**src/rtl/errtally_pkg.sv**
```systemverilog
package errtally_pkg;
  localparam int N_EVT     = 6;
  localparam int EV_FRAME  = 0;
  localparam int EV_LCV    = 1;
  localparam int EV_EXZ    = 2;
  localparam int EV_PPAR   = 3;
  localparam int EV_CPAR   = 4;
  localparam int EV_FEBE   = 5;
  localparam int CTRL_ADDR = 0;
  localparam int STAT_ADDR = 1;
  localparam int HOLD_BASE = 16;

  typedef struct packed {
    logic       xfer;
    logic       holdRd;
    logic [7:0] byteIdx;
  } ctrlStrobes_t;
endpackage

```
**src/rtl/errtally_cell.sv**
```systemverilog
module errtally_cell #(
  parameter int W = 16
) (
  input  logic         clk,
  input  logic         rstN,
  input  logic         evt,
  input  logic         xfer,
  output logic [W-1:0] cnt,
  output logic [W-1:0] hold
);
  localparam logic [W-1:0] MAX = {W{1'b1}};

  always_ff @(posedge clk) begin
    if (!rstN) begin
      cnt  <= '0;
      hold <= '0;
    end else if (xfer) begin
      hold <= cnt;
      cnt  <= W'(evt);
    end else if (evt && cnt != MAX) begin
      cnt <= cnt + 1'b1;
    end
  end


  sat_hold_chk: assert property (@(posedge clk) disable iff (!rstN)
    (!xfer && cnt == MAX) |=> cnt == MAX);

  inc_step_chk: assert property (@(posedge clk) disable iff (!rstN)
    (!xfer && evt && cnt != MAX) |=> cnt == W'($past(cnt) + 1'b1));

  snap_copy_chk: assert property (@(posedge clk) disable iff (!rstN)
    xfer |=> (hold == $past(cnt)) && (cnt == W'($past(evt))));

  hold_stable_chk: assert property (@(posedge clk) disable iff (!rstN)
    !xfer |=> $stable(hold));
endmodule

```
**src/rtl/errtally_datapath.sv**
```systemverilog
module errtally_datapath
  import errtally_pkg::*;
#(
  parameter int CNT_W = 16
) (
  input  logic             clk,
  input  logic             rstN,
  input  logic [N_EVT-1:0] evt,
  input  ctrlStrobes_t     strb,
  output logic [7:0]       holdByte
);
  localparam int BPC   = (CNT_W + 7) / 8;
  localparam int SLOT  = BPC * 8;
  localparam int NBYTE = N_EVT * BPC;
  localparam int PAD   = SLOT - CNT_W;

  logic [NBYTE*8-1:0] holdFlat;

  for (genvar i = 0; i < N_EVT; i++) begin : g_cell
    logic [CNT_W-1:0] cnt;
    logic [CNT_W-1:0] hold;

    errtally_cell #(.W(CNT_W)) u_cell (
      .clk (clk),
      .rstN(rstN),
      .evt (evt[i]),
      .xfer(strb.xfer),
      .cnt (cnt),
      .hold(hold)
    );

    if (PAD > 0) begin : g_pad
      assign holdFlat[i*SLOT +: SLOT] = {{PAD{1'b0}}, hold};
    end else begin : g_nopad
      assign holdFlat[i*SLOT +: SLOT] = hold;
    end
  end

  always_comb begin
    holdByte = '0;
    if (strb.holdRd && int'(strb.byteIdx) < NBYTE)
      holdByte = holdFlat[int'(strb.byteIdx)*8 +: 8];
  end
endmodule

```
**src/rtl/errtally_ctrl.sv**
```systemverilog
module errtally_ctrl
  import errtally_pkg::*;
#(
  parameter int ADDR_W = 5,
  parameter int CNT_W  = 16
) (
  input  logic              clk,
  input  logic              rstN,
  input  logic              regWr,
  input  logic              regRd,
  input  logic [ADDR_W-1:0] regAddr,
  input  logic [7:0]        regWdata,
  input  logic [7:0]        holdByte,
  output logic [7:0]        regRdata,
  output logic              irqOut,
  output ctrlStrobes_t      strb
);
  localparam int BPC   = (CNT_W + 7) / 8;
  localparam int NBYTE = N_EVT * BPC;

  logic irqEn;
  logic doneFlag;
  logic ctrlHit;
  logic statHit;
  logic holdHit;

  assign ctrlHit = (int'(regAddr) == CTRL_ADDR);
  assign statHit = (int'(regAddr) == STAT_ADDR);
  assign holdHit = (int'(regAddr) >= HOLD_BASE) && (int'(regAddr) < HOLD_BASE + NBYTE);

  always_comb begin
    strb.xfer    = regWr && ctrlHit && regWdata[0];
    strb.holdRd  = regRd && holdHit;
    strb.byteIdx = 8'(int'(regAddr) - HOLD_BASE);
  end

  always_ff @(posedge clk) begin
    if (!rstN) begin
      irqEn    <= 1'b0;
      doneFlag <= 1'b0;
    end else begin
      if (regWr && ctrlHit) irqEn <= regWdata[1];
      if (strb.xfer) doneFlag <= 1'b1;
      else if (regRd && statHit) doneFlag <= 1'b0;
    end
  end

  always_comb begin
    regRdata = '0;
    if (regRd) begin
      if (ctrlHit)      regRdata = {6'b0, irqEn, 1'b0};
      else if (statHit) regRdata = {7'b0, doneFlag};
      else if (holdHit) regRdata = holdByte;
    end
  end

  assign irqOut = doneFlag & irqEn;


  done_set_chk: assert property (@(posedge clk) disable iff (!rstN)
    strb.xfer |=> doneFlag);

  done_clr_chk: assert property (@(posedge clk) disable iff (!rstN)
    (regRd && statHit && !strb.xfer) |=> !doneFlag);

  en_keep_chk: assert property (@(posedge clk) disable iff (!rstN)
    !(regWr && ctrlHit) |=> $stable(irqEn));

  idle_rd_chk: assert property (@(posedge clk) disable iff (!rstN)
    !regRd |-> regRdata == 8'h00);
endmodule

```
**src/rtl/ds3_errtally.sv**
```systemverilog
module ds3_errtally
  import errtally_pkg::*;
#(
  parameter int CNT_W  = 16,
  parameter int ADDR_W = 5
) (
  input  logic              clk,
  input  logic              rstN,
  input  logic [5:0]        errStrobe,
  input  logic              regWr,
  input  logic              regRd,
  input  logic [ADDR_W-1:0] regAddr,
  input  logic [7:0]        regWdata,
  output logic [7:0]        regRdata,
  output logic              irqOut
);
  ctrlStrobes_t strb;
  logic [7:0]   holdByte;

  errtally_ctrl #(.ADDR_W(ADDR_W), .CNT_W(CNT_W)) u_ctrl (
    .clk     (clk),
    .rstN    (rstN),
    .regWr   (regWr),
    .regRd   (regRd),
    .regAddr (regAddr),
    .regWdata(regWdata),
    .holdByte(holdByte),
    .regRdata(regRdata),
    .irqOut  (irqOut),
    .strb    (strb)
  );

  errtally_datapath #(.CNT_W(CNT_W)) u_dp (
    .clk     (clk),
    .rstN    (rstN),
    .evt     (errStrobe),
    .strb    (strb),
    .holdByte(holdByte)
  );
endmodule

```
**config.mk**
```make
export PLATFORM = sky130hd
export DESIGN_NAME = ds3_errtally
export DESIGN_NICKNAME = d
export VERILOG_FILES = /design/src/rtl/errtally_pkg.sv /design/src/rtl/errtally_cell.sv /design/src/rtl/errtally_datapath.sv /design/src/rtl/errtally_ctrl.sv /design/src/rtl/ds3_errtally.sv
export SDC_FILE = /design/constraint.sdc
export NUM_CORES = 1
export LEC_CHECK = 0
export ABC_AREA = 1
export BUFFER_PORTS_ARGS = -buffer_cell sky130_fd_sc_hd__buf_2
export CAP_MARGIN = 20
export CORE_ASPECT_RATIO = 0.7
export CORE_MARGIN = 8
export CORE_UTILIZATION = 62
export DETAILED_ROUTE_END_ITERATION = 6
export GPL_ROUTABILITY_DRIVEN = 0
export HOLD_SLACK_MARGIN = 0.15
export PLACE_DENSITY = 0.77
export SLEW_MARGIN = 20
export SYNTH_ARGS = -nofsm -noshare
export SYNTH_HDL_FRONTEND = slang
export SYNTH_SLANG_ARGS = --single-unit
```
**constraint.sdc**
```tcl
create_clock -name clk -period 2.1 [get_ports clk]
set_clock_uncertainty 0.2 [all_clocks]
set_input_delay 0.42 -clock clk [delete_from_list [all_inputs] [get_ports clk]]
set_output_delay 0.42 -clock clk [all_outputs]
set_load 0.01 [all_outputs]
```
### Word-level counts from Yosys, hierarchy flattened

Cells that the tools add are included.

* flip-flop bits (word level): 194
* input port bits: 23
* output and inout bits: 9
* word-level logic and storage cells: 80

* $add $sub $neg: 7
* order comparisons: 3
* eq/ne operators: 7
* shift operators: 1
* multiplexer cells: 19
* bitwise operators: 2
* reductions and logical operators: 21

Operator list (number)
* $add A16 B1 Y16 const B: 6
* $ne A16 B16 Y1 const B: 6
* $shiftx A96 B12 Y8: 1
* $mux W8: 5
* $mux W1: 14
* $reduce_bool A2 Y1: 7
* $logic_and A1 B1 Y1: 12
* $lt A8 B4 Y1 const B: 1
* $sub A5 B5 Y6 const B: 1
* $eq A5 B2 Y1 const B: 1
* $ge A5 B5 Y1 const B: 1
* $logic_not A5 Y1: 1
* $lt A5 B5 Y1 const B: 1
* $reduce_or A2 Y1: 1
* $and A1 B1 Y1: 1
* $not A1 Y1: 1

### Depth between registers and ports, before layout

Gate-level depths: netlist of the first run.

* depth after elaboration: 9
* depth in mapped cells: 12
* depth with buffers taken out: 10

### Cells and area by module

From an unflattened synthesis of the first run, not the netlist that was laid out.

* cells, all modules: 1588
* area, all modules: 10453.8 um^2

By module, submodules not included
* errtally_cell: instances 6, cells an instance 212, area an instance 1501.4 um^2
* errtally_datapath: instances 1, cells an instance 264, area an instance 1148.6 um^2
* errtally_ctrl: instances 1, cells an instance 52, area an instance 296.5 um^2

### Worst setup path before layout of the first run

No wires, ideal clock.

* path kind: input to output
* start point: in regAddr[0]
* end point: out regRdata[1]
* data arrival time: 1498 ps
* slack: -18 ps
* cell stages on the path: 8
* path buffers: 3
* path through: buf_2 inv_1 buf_2 buf_2 o21ai_0 nand3_1 nand3_1 a21boi_0

* cells in the longest elaborated chain, start to end: 9

RTL lines
* start, declared: RTL line ds3_errtally.sv:12 `input logic [ADDR_W-1:0] regAddr,`
* parallel branches: the longest is 7 deep, another holds $sub A5 B5 Y6
* $mux W8 (*): RTL line errtally_ctrl.sv:51 `if (ctrlHit) regRdata = {6'b0, irqEn, 1'b0};`
* $mux W8 (*): RTL line errtally_ctrl.sv:50 `if (regRd) begin`
* end, declared: RTL line ds3_errtally.sv:14 `output logic [7:0] regRdata,`

Mark *: on every way between the ends.

### Worst setup path after layout of the first run

* start point: reg u_dp.g_cell[0].u_cell.hold[1]
* end point: out regRdata[1]

* cells in the longest elaborated chain, start to end: 6

RTL lines
* start, declared: RTL line errtally_cell.sv:9 `output logic [W-1:0] hold`
* start signal, assigned: RTL line errtally_cell.sv:18 `hold <= cnt;`
* $shiftx A96 B12 Y8: RTL line errtally_datapath.sv:42 `holdByte = holdFlat[int'(strb.byteIdx)*8 +: 8];`
* $mux W8: RTL line errtally_datapath.sv:41 `if (strb.holdRd && int'(strb.byteIdx) < NBYTE)`
* $mux W8: RTL line errtally_ctrl.sv:53 `else if (holdHit) regRdata = holdByte;`
* $mux W8: RTL line errtally_ctrl.sv:52 `else if (statHit) regRdata = {7'b0, doneFlag};`
* $mux W8: RTL line errtally_ctrl.sv:51
* $mux W8: RTL line errtally_ctrl.sv:50

No other way between the ends.

==> impl_metrics.ini, run 1 <==
[outcome]
status = complete, but fails checks
violations = negative setup slack

[clock_network]
cts_tree = done
clk_latency_ns = 0.45
clkSinkCount = 194
cts-root-buf = clkbuf_16
cts_buffers = 17
h-tree-depth = 4
clk_pin_slew_ns = 0.07
cts.path.max_buffers = 2

[global_route]
grt_pass1_vias = 8615
grt_usage_pct = 25.6
antenna_found_initial = 0
grt_pass1_wl_mm = 42.6
grt_max_degree = 62
overflow = 0

[synth]
synth_cell_types = 32
ys_seq_area_share_pct = 39.7
synth_top_cell_area_share_pct = 39.7
netlist_area_sq_um = 9780
synth_area_per_cell_sq_um = 6.53
synth_mux_area_share_pct = 0
synth_compound_area_share_pct = 15.0
synth_xor_area_share_pct = 3.85
syn_nets = 1528
yosys_warnings = 0
synthAdderAreaFrac_pct = 0.767
synth.largest_area_cell = dfxtp_1
synth_area_leaders = dfxtp_1 40%, nand2_1 15%, nor2_1 11%
synth_top_family_by_area = simple AND/OR/NAND/NOR gates
yosys.area_share.simple_pct = 33.0
ys_ff_latch = 194
synthCells = 1499

[timing]
worst_slew_pin_slew_ns = 0.608
finalWorstSetupSlack_ns = -0.116
maxSlewViolCount = 0
finalHoldViolCount = 0
min_period_over_period_pct = 106
holdWs_ns = 0.168
final-setup-viol-count = 8
max_slew_margin_pct = 59.4
fmax_mhz = 451
rsz0062_at_grt = yes
layout_min_cycle_time_ns = 2.22

[worst_setup_path]
critPathKind = reg -> out
cp-end-kind = output pin
critPathLaunchType = flip-flop
crit_fanout = 2
rrSetupSlack_ns = 0.15
crit_required_ns = 1.48
cp_data_arrival_time_ns = 1.60

[layout]
stdcell_area_sq_um = 11600
area_growth_pct = 18.8
layout-drive-gt1-share_pct = 16.6
layout.area.seq_sq_um = 3930
fillCellCount = 1204
fin_cells = 1764
n_antenna_cell = 0
multi_input_area_sq_um = 5430
final_nets = 1580

[pwr]
swShare_pct = 25.1
p_leak_nw = 4.46
combPwrFrac_pct = 9.0
p_int_mw = 5.92
powerDensity_nw_per_um2 = 680
power.share.clock_pct = 43.3
switchingPower_mw = 1.98
peakVddDrop_uv = 512
seqPwrFrac_pct = 47.7

[placement]
port_buffers = 25
dp_hpwl_mm = 17.5
dp_cells = 1718
placed_area_sq_um = 10400

[routing]
viasPerCell = 5.57
vias = 9821
drt_drc_violations_left = 0
drtIter0Drc = 951
totalWireLength_mm = 26.7
dr.pass1.iters = 5
wl_per_cell_um = 15.1
antenna_left = 0

[floorplanning]
dieArea_sq_um = 20100
start_util_pct = 63.3
floorplan.core_area_sq_um = 15500
rows = 38
die_h_um = 121
die_w_um = 166
io_pins = 32

[flow_run]
drv_cap = 0

[worst_hold_path]
hold_class = in -> reg
[through the flow]
step / TNS [ns] / utilization (%) / power [mW] / worst slack [ns]
2_1_floorplan: 0 / - / 4.21 / 0.0421
5_1_grt: -0.988 / 75.2 / 8.14 / -0.227
3_3_place_gp: -5.48 / 67.4 / 4.41 / -0.152
4_1_cts: -0.156 / 73.7 / 7.86 / -0.0779
3_5_place_dp: -5.63 / 67.4 / 4.42 / -0.151
6_report: -0.478 / 75.2 / 7.90 / -0.116
[synth_stat cells]
library cell and instances:
nand3_2 2, inv_2 2, nor2_1 291, nand4_1 13
a21boi_0 1, clkbuf_1 32, o21ai_2 1, buf_2 14
o22ai_1 14, nor2_2 4, clkinv_2 1, xor2_1 15
o21ai_0 149, o211ai_1 1, buf_1 2, nor3_1 12
dfxtp_1 194, clkbuf_2 2, buf_6 3, buf_4 19
nand2_1 384, nand3b_1 8, o21bai_1 1, xnor2_1 28
or2_2 1, nand2_2 4, nand3_1 73, a21oi_1 120
inv_1 95, and2_1 5, nor2_4 2, ha_1 6
[power by group through the flow]
stage,Sequential [mW],Clock [mW],Combinational (mW)
floorplan,3.84,0,0.368
global placement,3.84,0,0.566
detailed placement,3.85,0,0.577
CTS,3.76,3.45,0.651
global route,3.77,3.60,0.774
finish,3.77,3.42,0.712
[worst paths after layout]
kind	startpoint	to	depth (start not counted)
min reg2reg	u_dp.g_cell[0].u_cell.hold[8]$_SDFFE_PN0P_	u_dp.g_cell[0].u_cell.hold[8]$_SDFFE_PN0P_	2
max	u_dp.g_cell[0].u_cell.hold[1]$_SDFFE_PN0P_	regRdata[1]	6
max reg2reg	u_dp.g_cell[2].u_cell.cnt[1]$_SDFFE_PP0P_	u_dp.g_cell[2].u_cell.cnt[8]$_SDFFE_PP0P_	10
min	errStrobe[1]	u_dp.g_cell[1].u_cell.cnt[0]$_SDFFE_PN0P_	3
[area by class of cell]
type / count / area share, %
multi-input cells: 1135 / 46.7
flip-flops and latches: 194 / 33.8
repair buffers: 105 / 8.80
clock buffers: 18 / 3.78
inverters: 98 / 3.29
well taps: 200 / 2.15
clock inverters: 14 / 1.55
[critical path: stages, from the launching register on]
cell and delay [ns]:
dfxtp_2 0.33, or2_4 0.21, o211ai_1 0.07, nand3_1 0.16, nand3_1 0.16, a21boi_2 0.07, buf_2 0.14
[cell usage in the layout, fill, tap and decap left out, types with 2 or more instances in the layout]
cell type	Yosys	routed
nand2_1	384	367
nor2_1	291	272
dfxtp_1	194	161
o21ai_0	149	128
a21oi_1	120	119
inv_1	95	84
nand3_1	73	65
buf_4	19	53
dfxtp_2	0	33
xnor2_1	28	28
nor2_2	4	22
buf_2	14	21
nand2_2	4	20
clkbuf_16	0	18
xor2_1	15	15
buf_12	0	15
nand4_1	13	13
o21ai_2	1	11
o21ai_1	0	10
inv_2	2	10
nand3_2	2	9
o22ai_1	14	8
nand3b_1	8	8
dlygate4sd3_1	0	8
nor3_2	0	7
o22ai_2	0	6
clkinvlp_4	0	6
ha_1	6	6
nor3_1	12	5
and2_1	5	5
clkinv_4	0	4
buf_6	3	4
nor2_4	2	3
bufinv_16	0	3
inv_6	0	2
buf_16	0	2
[registers in the layout, summed over array words and instances, names as in the netlist]
register                 count
u_ctrl.irqEn                 1
u_dp.g_cell.u_cell.cnt      96
u_dp.g_cell.u_cell.hold     96
u_ctrl.doneFlag              1
[repair_timing]
action | 4_1_cts | 5_1_grt
resized for setup | 82 | 80
setup buffers | 2 | 1
endpoints found under the setup margin | 8 | 40
cloned | 2 | 1
pin swaps | 36 | 30
endpoints found under the hold margin | 7 | 0
hold buffers | 8 | 0
[kinds of logic after synthesis]
| group | after synthesis |
|---|---|
| xor+xnor | 43 |
| buf+inv | 170 |
| simple gates | 799 |
| compound gates | 287 |
| flops | 194 |
| fa+ha+maj | 6 |
[metal layers]
layer	share of wire, %	wire length, um	track usage, %	vias up
met3	8.2	2180	6.17	39
met2	43	11500	38.8	372
met1	47	12500	35.9	4478
met4	1.6	427	6.96	0
li1	-	-	-	4932
met5	0	0	0	-
Power figures use the tool's default switching activity.
==> run 2: changes to the inputs <==
--- a/config.mk
+++ b/config.mk
@@ -5,7 +5,6 @@
 export SDC_FILE = /design/constraint.sdc
 export NUM_CORES = 1
 export LEC_CHECK = 0
-export ABC_AREA = 1
 export BUFFER_PORTS_ARGS = -buffer_cell sky130_fd_sc_hd__buf_2
 export CAP_MARGIN = 20
 export CORE_ASPECT_RATIO = 0.7
==> run 2 against run 1 <==
  * The run still ends with negative setup slack left
  * Design area down 5.0%
  * Critical path depth down 2
  * Synthesized area down 3.9%
  * Sequential cell count unchanged
  * Power down 9.2%
  * Worst hold slack worse by 0.0085 ns
==> impl_metrics.ini, run 2 <==
[routing]
viasPerCell = 6.26
met3_length_mm = 1.83
top_layer = met4
dr.pass1.iters = 5
totalWireLength_mm = 25.3
wl_per_cell_um = 17.8
antenna_left = 0
drt_drc_violations_left = 0
vias = 8876
wl_met2_mm = 10.7
m1WireLength_mm = 12.3
drtIter0Drc = 792

[synth]
ys_ff_latch = 194
syn_nets = 1141
synth_flop_cell = dfxtp_1
synthCells = 1112
synth.largest_area_cell = dfxtp_1
async_flop_share_pct = 0
synth_area_leaders = dfxtp_1 41%, nand2_1 9.6%, a21oi_1 8.9%
synthMostInstantiatedCell = nand2_1
synth_edf_count = 0
synth_area_per_cell_sq_um = 8.45
synth_top_cell_area_share_pct = 41.3
yosys_warnings = 0
synth_cell_types = 72
ys_seq_area_share_pct = 41.3
synth_common_cells = 241 x nand2_1, 194 x dfxtp_1, 168 x a21oi_1
netlist_area_sq_um = 9400

[floorplanning]
die_h_um = 119
floorplan.core_area_sq_um = 14800
io_pins = 32
die_w_um = 163
start_util_pct = 63.6
rows = 37
dieArea_sq_um = 19400

[placement]
dp_hpwl_mm = 18.3
port_buffers = 25

[clock_network]
cts_tree = done
cts_buffers = 17
clk_latency_ns = 0.43
cts.path.max_buffers = 2
clk_pin_slew_ns = 0.07
clkSinkCount = 194
cts-root-buf = clkbuf_16
h-tree-depth = 4

[global_route]
grt_pass1_vias = 7900
grt_pass1_wl_mm = 41.1
overflow = 0
antenna_found_initial = 0
grt_max_degree = 51
grt_usage_pct = 26.0

[worst_setup_path]
reg2reg_depth = 5
crit_required_ns = 1.48
cp_data_arrival_time_ns = 1.70
slowest_stage = mux4_2
rrSetupSlack_ns = 0.07
path_cells = mux4_2 -> a22oi_2 -> a21oi_2 -> buf_2
crit_family = multiplexers
cp-end-kind = output pin
worstReg2RegEnd = u_dp.g_cell[2].u_cell.cnt[0]$_SDFFE_PN0P_
r2r-start = u_dp.g_cell[2].u_cell.cnt[0]$_SDFFE_PN0P_
critPathKind = reg -> out
max_stage_delay_ns = 0.47
crit_fanout = 2
critPathBufInv = 1
critPathLaunchType = flip-flop

[worst_hold_path]
hold_class = in -> reg
hold_start = errStrobe[2]
holdPathEnd = u_dp.g_cell[2].u_cell.cnt[1]$_SDFFE_PP0P_
min_path_cells = 3

[timing]
layout_min_cycle_time_ns = 2.32
worst_slew_pin_slew_ns = 0.508
min_period_over_period_pct = 110
maxSlewViolCount = 0
max_slew_margin_pct = 65.9
rsz0062_at_grt = yes
finalHoldViolCount = 0
fmax_mhz = 431
finalWorstSetupSlack_ns = -0.218
holdWs_ns = 0.160
final-setup-viol-count = 8

[pwr]
peakVddDrop_uv = 563
powerDensity_nw_per_um2 = 650
p_leak_nw = 3.78
total_power_mw = 7.17

[flow_run]
drv_cap = 0

[outcome]
status = complete, but fails checks
violations = negative setup slack

[layout]
area_growth_pct = 17.5
n_antenna_cell = 0
final_cell_mix = 240 x nand2_1, 175 x dfxtp_1, 161 x a21oi_1
final_nets = 1242
layout-drive-gt1-share_pct = 20.7
final_common_cell = nand2_1
reg_top3 = u_dp.g_cell.u_cell.cnt: 96 flops, u_dp.g_cell.u_cell.hold: 96 flops
==> run 2: what timing repair did <==
item                                    in CTS  in global routing
resized for setup                           26                 11
pin swaps                                   10                  4
hold endpoints to repair                     1                  0
gates cloned                                 0                  0
buffers inserted                             1                  1
hold buffers                                 1                  0
endpoints found under the setup margin       8                 19
==> run 2: worst max path at each step <==
stage / to / from / cells past startpoint
3_5_place_dp: regRdata[3] / regAddr[0] / 5
3_3_place_gp: regRdata[2] / regAddr[0] / 5
4_1_cts: regRdata[0] / u_dp.g_cell[0].u_cell.hold[0]$_SDFFE_PN0P_ / 4
2_1_floorplan: regRdata[6] / regAddr[1] / 5
5_1_grt: regRdata[5] / u_dp.g_cell[2].u_cell.hold[5]$_SDFFE_PN0P_ / 4
6_report: regRdata[5] / u_dp.g_cell[2].u_cell.hold[5]$_SDFFE_PN0P_ / 4
==> run 2: cell families (layout without fill, tap and decap cells) <==
logic type      count (synthesis)  count (layout)  share of synthesized area [%]
compound gates                290             290                           18.4
xor+xnor                        2               2                          0.186
fa+ha+maj                       6               6                          0.799
buf+inv                        84             195                           5.20
flops                         194             194                           41.3
mux                            39              39                           6.59
simple gates                  497             497                           27.5
==> run 2: worst reg2reg max path, delay by kind of cell (launching register included) <==
| family | cells | cell delay, ns |
|---|---|---|
| simple gates | 2 | 0.64 |
| compound gates | 1 | 0.32 |
| fa+ha+maj | 1 | 0.28 |
| flops | 1 | 0.36 |
| mux | 1 | 0.11 |
==> run 2: layer usage <==
metal  vias to the layer above  GRT usage (%)
met2                       300           37.2
li1                       4309              -
met1                      4229           38.2
met5                         -              0
met4                         0           8.63
met3                        38           5.20
==> run 2: where the power goes <==
part | total [mW] | switching, mW | internal, mW
sequential | 3.71 | 0.0161 | 3.70
combinational | 0.398 | 0.232 | 0.166
clock | 3.06 | 1.38 | 1.68
total | 7.17 | 1.63 | 5.54
==> run 2: area by class of cell <==
type	count	area [sq um]
multi-input cells	834	5140
flip-flops and latches	194	3910
fillers	1116	3730
repair buffers	147	1140
clock buffers	21	460
well taps	195	244
clock inverters	8	81.3
inverters	19	71.3
==> run 2: through the flow <==
stage | area (sq um) | TNS (ns) | worst slack [ns] | instances | utilization [%]
floorplan | 9450 | 0 | 0.00571 | 1112 | -
global placement | 10400 | -26.18 | -0.470 | 1386 | 70.2
detailed placement | 10400 | -29.78 | -0.477 | 1386 | 70.2
CTS | 11000 | -1.57 | -0.230 | 1417 | 74.5
global route | 11000 | -1.90 | -0.281 | 1418 | 74.8
finish | 11000 | -1.56 | -0.218 | 1418 | 74.8
